--- config.mk ---
export PLATFORM = sky130hd
export DESIGN_NAME = tick_watchdog
export DESIGN_NICKNAME = d
export VERILOG_FILES = /design/src/rtl/tick_wd_pkg.sv /design/src/rtl/twd_regs.sv /design/src/rtl/twd_count.sv /design/src/rtl/twd_pulse.sv /design/src/rtl/tick_watchdog.sv
export SDC_FILE = /design/constraint.sdc
export NUM_CORES = 1
export LEC_CHECK = 0
export ABC_AREA = 0
export CAP_MARGIN = 5
export CORE_AREA = 2 2 39 41
export CTS_BUF_LIST = sky130_fd_sc_hd__clkbuf_8
export DETAILED_ROUTE_END_ITERATION = 10
export DIE_AREA = 0 0 41 43
export GPL_TIMING_DRIVEN = 0
export PLACE_DENSITY_LB_ADDON = 0.08
export SYNTH_ARGS = -nofsm -noshare
export SYNTH_HDL_FRONTEND = slang
export SYNTH_SLANG_ARGS = --single-unit
--- constraint.sdc ---
create_clock -name clk -period 2.13 [get_ports clk]
set_input_delay 0.5325 -clock clk [delete_from_list [all_inputs] [get_ports clk]]
set_output_delay 0.5325 -clock clk [all_outputs]
set_load 0.1 [all_outputs]
--- src/rtl/tick_wd_pkg.sv ---
`timescale 1ns/1ps
package tick_wd_pkg;
   // fixed field placement inside the software register
   localparam int unsigned MASK_BIT  = 0;
   localparam int unsigned STAGE_LSB = 1;

   // decoded register write
   typedef struct packed {
      logic clear;
      logic store;
      logic mask_val;
   } wd_cmd_t;
endpackage

--- src/rtl/twd_regs.sv ---
`timescale 1ns/1ps
module twd_regs
   import tick_wd_pkg::*;
#(
   parameter int unsigned STAGE_W = 2,
   localparam int unsigned REG_W  = STAGE_W + 2
) (
   input  logic               clk,
   input  logic               rst_n,
   input  logic               wr_i,
   input  logic               clr_bit_i,
   input  logic               mask_bit_i,
   input  logic [STAGE_W-1:0] stage_i,
   output logic               clear_o,
   output logic [REG_W-1:0]   rdata_o
);
   wd_cmd_t cmd;
   logic    mask_q;

   always_comb begin
      cmd.clear    = wr_i & clr_bit_i;
      cmd.store    = wr_i;
      cmd.mask_val = mask_bit_i;
   end

   always_ff @(posedge clk or negedge rst_n) begin
      if (!rst_n)
         mask_q <= 1'b0;
      else if (cmd.store)
         mask_q <= cmd.mask_val;
   end

   assign clear_o = cmd.clear;

   always_comb begin
      rdata_o                           = '0;
      rdata_o[MASK_BIT]                 = mask_q;
      rdata_o[STAGE_LSB +: STAGE_W]     = stage_i;
      rdata_o[REG_W-1]                  = 1'b0;
   end
endmodule

--- src/rtl/twd_count.sv ---
`timescale 1ns/1ps
module twd_count #(
   parameter int unsigned STAGE_W = 2
) (
   input  logic               clk,
   input  logic               rst_n,
   input  logic               step_i,
   input  logic               clear_i,
   input  logic               hold_i,
   output logic [STAGE_W-1:0] stage_o,
   output logic               wrap_o
);
   localparam logic [STAGE_W-1:0] ONE = STAGE_W'(1);

   logic [STAGE_W-1:0] stage_q;

   always_ff @(posedge clk or negedge rst_n) begin
      if (!rst_n)
         stage_q <= '0;
      else if (clear_i || hold_i)
         stage_q <= '0;
      else if (step_i)
         stage_q <= stage_q + ONE;
   end

   assign stage_o = stage_q;
   assign wrap_o  = step_i & (&stage_q) & ~clear_i & ~hold_i;
endmodule

--- src/rtl/twd_pulse.sv ---
`timescale 1ns/1ps
module twd_pulse #(
   parameter int unsigned RST_CYCLES = 4,
   localparam int unsigned LEFT_W    = $clog2(RST_CYCLES + 1)
) (
   input  logic clk,
   input  logic rst_n,
   input  logic fire_i,
   output logic pulse_o
);
   if (RST_CYCLES == 1) begin : g_single
      logic pulse_q;
      always_ff @(posedge clk or negedge rst_n) begin
         if (!rst_n)
            pulse_q <= 1'b0;
         else
            pulse_q <= fire_i;
      end
      assign pulse_o = pulse_q;
   end else begin : g_stretch
      logic [LEFT_W-1:0] left_q;
      always_ff @(posedge clk or negedge rst_n) begin
         if (!rst_n)
            left_q <= '0;
         else if (fire_i)
            left_q <= LEFT_W'(RST_CYCLES);
         else if (left_q != '0)
            left_q <= left_q - 1'b1;
      end
      assign pulse_o = (left_q != '0);
   end
endmodule

--- src/rtl/tick_watchdog.sv ---
`timescale 1ns/1ps
module tick_watchdog
   import tick_wd_pkg::*;
#(
   parameter int unsigned STAGE_W        = 2,
   parameter int unsigned RST_CYCLES     = 4,
   parameter bit          RUN_IN_STANDBY = 1'b1,
   localparam int unsigned REG_W         = STAGE_W + 2
) (
   input  logic             clk,
   input  logic             rst_n,
   input  logic             tick_i,
   input  logic             standby_i,
   input  logic             enable_i,
   input  logic             reg_wr_i,
   input  logic [REG_W-1:0] reg_wdata_i,
   output logic [REG_W-1:0] reg_rdata_o,
   output logic             sys_rst_o
);
   if (STAGE_W < 1) begin : g_bad_stage
      $error("tick_watchdog: STAGE_W must be at least 1");
   end
   if (RST_CYCLES < 1) begin : g_bad_len
      $error("tick_watchdog: RST_CYCLES must be at least 1");
   end

   logic               step;
   logic               clear;
   logic               wrap;
   logic               fire;
   logic [STAGE_W-1:0] stage;

   // standby gates the count only in the variant that stops in standby
   assign step = tick_i & ~(standby_i & ~RUN_IN_STANDBY);
   assign fire = wrap & enable_i;

   twd_regs #(.STAGE_W(STAGE_W)) u_regs (
      .clk       (clk),
      .rst_n     (rst_n),
      .wr_i      (reg_wr_i),
      .clr_bit_i (reg_wdata_i[REG_W-1]),
      .mask_bit_i(reg_wdata_i[MASK_BIT]),
      .stage_i   (stage),
      .clear_o   (clear),
      .rdata_o   (reg_rdata_o)
   );

   twd_count #(.STAGE_W(STAGE_W)) u_count (
      .clk    (clk),
      .rst_n  (rst_n),
      .step_i (step),
      .clear_i(clear),
      .hold_i (sys_rst_o),
      .stage_o(stage),
      .wrap_o (wrap)
   );

   twd_pulse #(.RST_CYCLES(RST_CYCLES)) u_pulse (
      .clk    (clk),
      .rst_n  (rst_n),
      .fire_i (fire),
      .pulse_o(sys_rst_o)
   );
endmodule

==> results.py <==
metrics = {
    "logic_synthesis": {
        "synth_top_family_by_area": "simple AND/OR/NAND/NOR gates",
        "synth-xor-area-share_pct": 2.62,
        "muxShareOfSynthArea_pct": 9.36,
        "ys_types": 16,
        "seq_area_frac_synth_pct": 44.9,
        "synth-simple-area-share_pct": 15.4,
        "synth_cells": 33,
        "synth_compound_gate_area_share_pct": 7.49,
        "netlist_area_sq_um": 334,
        "yosysTopAreaCell": "dfrtp_1",
        "yosysTopAreaCellShare_pct": 44.9,
        "syn_area_per_cell_sq_um": 10.1,
        "ys_top_cells_by_area": "dfrtp_1, ha_1, mux2i_1, buf_4, nand2_1",
        "ys_seq_elements": 6,
        "yosysWarnings": 0,
        "synth-adder-area-share_pct": 11.2,
        "syn_nets": 46,
    },
    "setup_path": {
        "r2r_setup_slack_ps": 990,
        "end_kind": "output pin",
        "slowest_stage": "dlygate4sd2_1",
        "cp.required_ps": 1600,
        "r2r_start": "u_pulse.g_stretch.left_q[0]",
        "slowest_delay_ps": 890,
        "critPathTopFamily": "buffers and inverters",
        "crit_buf_inv": 1,
        "cp.arrival_ps": 1500,
        "cp_max_fo": 3,
        "crit_chain": "dlygate4sd2_1",
        "reg2reg_depth": 5,
        "critPathKind": "flop to output pin",
        "cp-start-kind": "flop",
        "reg2reg_to": "u_pulse.g_stretch.left_q[2]",
    },
    "global_routing": {
        "grt_pass1_wl_microns": 1000,
        "grt_pass1_vias": 258,
        "grt_max_degree": 7,
        "gr-usage-all-layers_pct": 9.61,
        "antenna_found_initial": 0,
        "grt-ovfl-total": 0,
    },
    "die": {
        "start_util_pct": 24.1,
        "die_h_microns": 43,
        "die_w_microns": 41,
        "coreArea_sq_mm": 0.00138,
        "dieArea_sq_mm": 0.00176,
        "ios": 15,
        "core.rowCount": 14,
    },
    "route": {
        "ant_nets": 0,
        "via_per_inst": 4.24,
        "firstDrtPassIters": 2,
        "routed_wl_microns": 605,
        "num_vias": 263,
        "drtIter0Drc": 5,
        "wl_per_cell_microns": 9.76,
        "drc": 0,
    },
    "power_and_ir_drop": {
        "p_clk_share_pct": 26.2,
        "p_leak_uw": 0.000233,
        "p_total_uw": 664,
        "p_int_uw": 377,
        "peakVddDrop_mv": 0.457,
        "p_comb_share_pct": 46.7,
        "netSwitchingFraction_pct": 43.2,
        "seq_power_share_pct": 27.1,
        "powerDensity_mw_per_mm2": 1360,
        "power_switching_uw": 287,
    },
    "sta": {
        "setup_violations": 0,
        "hold_violations": 0,
        "period_needed_ps": 2030,
        "rsz0062_at_grt": "false",
        "timing.final.crit_share_pct": 95.2,
        "worstMarginPinSlew_ps": 983,
        "max_freq_mhz": 493,
        "clock-skew-final_ps": 0.232,
        "fin_ws_ps": 102,
        "slew_headroom_pct": 34.7,
        "drv_slew": 0,
    },
    "finish": {
        "area_growth_pct": 45.7,
        "fin_util_pct": 35.2,
        "multiInputGateArea_sq_um": 158,
        "seqCellArea_sq_um": 150,
        "n_antenna_cell": 0,
        "drive_gt1_share_pct": 19.6,
        "final_cell_mix": "clkdlybuf4s50_1, dfrtp_1, nand2_1",
        "final_nets": 61,
        "fillCellCount": 153,
    },
    "cts": {
        "cts_setup_buffers": 0,
        "cts-root-buf": "clkbuf_8",
        "clock-sinks": 6,
        "cts_buffer_depth": 2,
        "cts_hold_buf": 0,
        "clk_pin_slew_worst_paths_ps": 40,
        "clk-insertion-delay-late_ps": 220,
        "cts_tree": "yes",
        "cts_resized": 8,
        "cts_made_buffers": 3,
        "h-tree-depth": 1,
    },
    "worst_hold_path": {
        "hp-start": "u_regs.mask_q",
        "min_to": "u_regs.mask_q",
        "hold_depth": 1,
        "min_path_type": "flop to flop",
    },
    "outcome": {
        "run_status": "completed",
    },
    "place": {
        "routabilityCongestion": 0.668,
        "dp_slack_ps": -345,
        "io_buffers": 10,
    },
    "run": {
        "drv_cap": 0,
    },
}
==> cell families (layout without fill, tap and decap cells) <==
logic type / Yosys count / after routing
other: 1 / 1
flip-flops: 6 / 6
AO/OA/AOI/OAI: 4 / 4
multiplexers: 3 / 3
AND/OR/NAND/NOR: 10 / 10
buffers and inverters: 5 / 18
XOR/XNOR: 1 / 1
adder cells (fa/ha/maj): 3 / 3
==> final cells by class <==
| class | count | area share (%) |
|---|---|---|
| clock buffer | 3 | 8.48 |
| tap | 16 | 4.11 |
| multi-input combinational | 22 | 32.4 |
| sequential | 6 | 30.8 |
| buffer | 2 | 3.08 |
| timing repair buffer | 10 | 18.8 |
| inverter | 3 | 2.31 |
==> per-layer routing <==
metal	track usage (%)	wire, microns
met3	4.71	41
met2	13.1	295
met1	9.54	253
met4	10.0	14
met5	0	0
==> metrics by stage <==
stage / instances / setup TNS [ps] / hold WS [ps] / instance area, sq um
2_1_floorplan: 33 / 0 / 237 / 334
3_3_place_gp: 59 / -326 / 493 / 454
3_5_place_dp: 59 / -345 / 502 / 454
4_1_cts: 62 / 0 / 512 / 487
5_1_grt: 62 / 0 / 535 / 487
6_report: 62 / 0 / 506 / 487
==> synthesized netlist by cell type <==
cell type	count
dfrtp_1	6
nand2_1	4
ha_1	3
inv_1	3
nor2_1	3
buf_4	2
mux2i_1	2
o21ai_1	2
a21oi_2	1
conb_1	1
mux2_2	1
nand3_1	1
nor2b_4	1
o22ai_1	1
or2_0	1
xnor2_1	1
==> power by group through the flow <==
stage	clock (uW)	combinational, uW	sequential [uW]
floorplan	0	224	211
global placement	0	320	181
detailed placement	0	328	183
CTS	181	315	181
global route	185	339	187
finish	174	310	180
==> state kept, by name, indices dropped and copies added, names as in the netlist <==
register / cells
u_pulse.g_stretch.left_q: 3
u_count.stage_o: 2
u_regs.mask_q: 1
==> worst max path at each step <==
stage / from / cells after the start / to
after floorplan: u_pulse.g_stretch.left_q[0] / 4 / sys_rst_o
after global placement: u_pulse.g_stretch.left_q[0] / 5 / sys_rst_o
after detailed placement: u_pulse.g_stretch.left_q[0] / 5 / sys_rst_o
after CTS: u_regs.mask_q / 2 / reg_rdata_o[0]
after global routing: u_pulse.g_stretch.left_q[0] / 5 / sys_rst_o
final: u_count.stage_o[0] / 1 / reg_rdata_o[1]
Power figures use the tool's default switching activity.
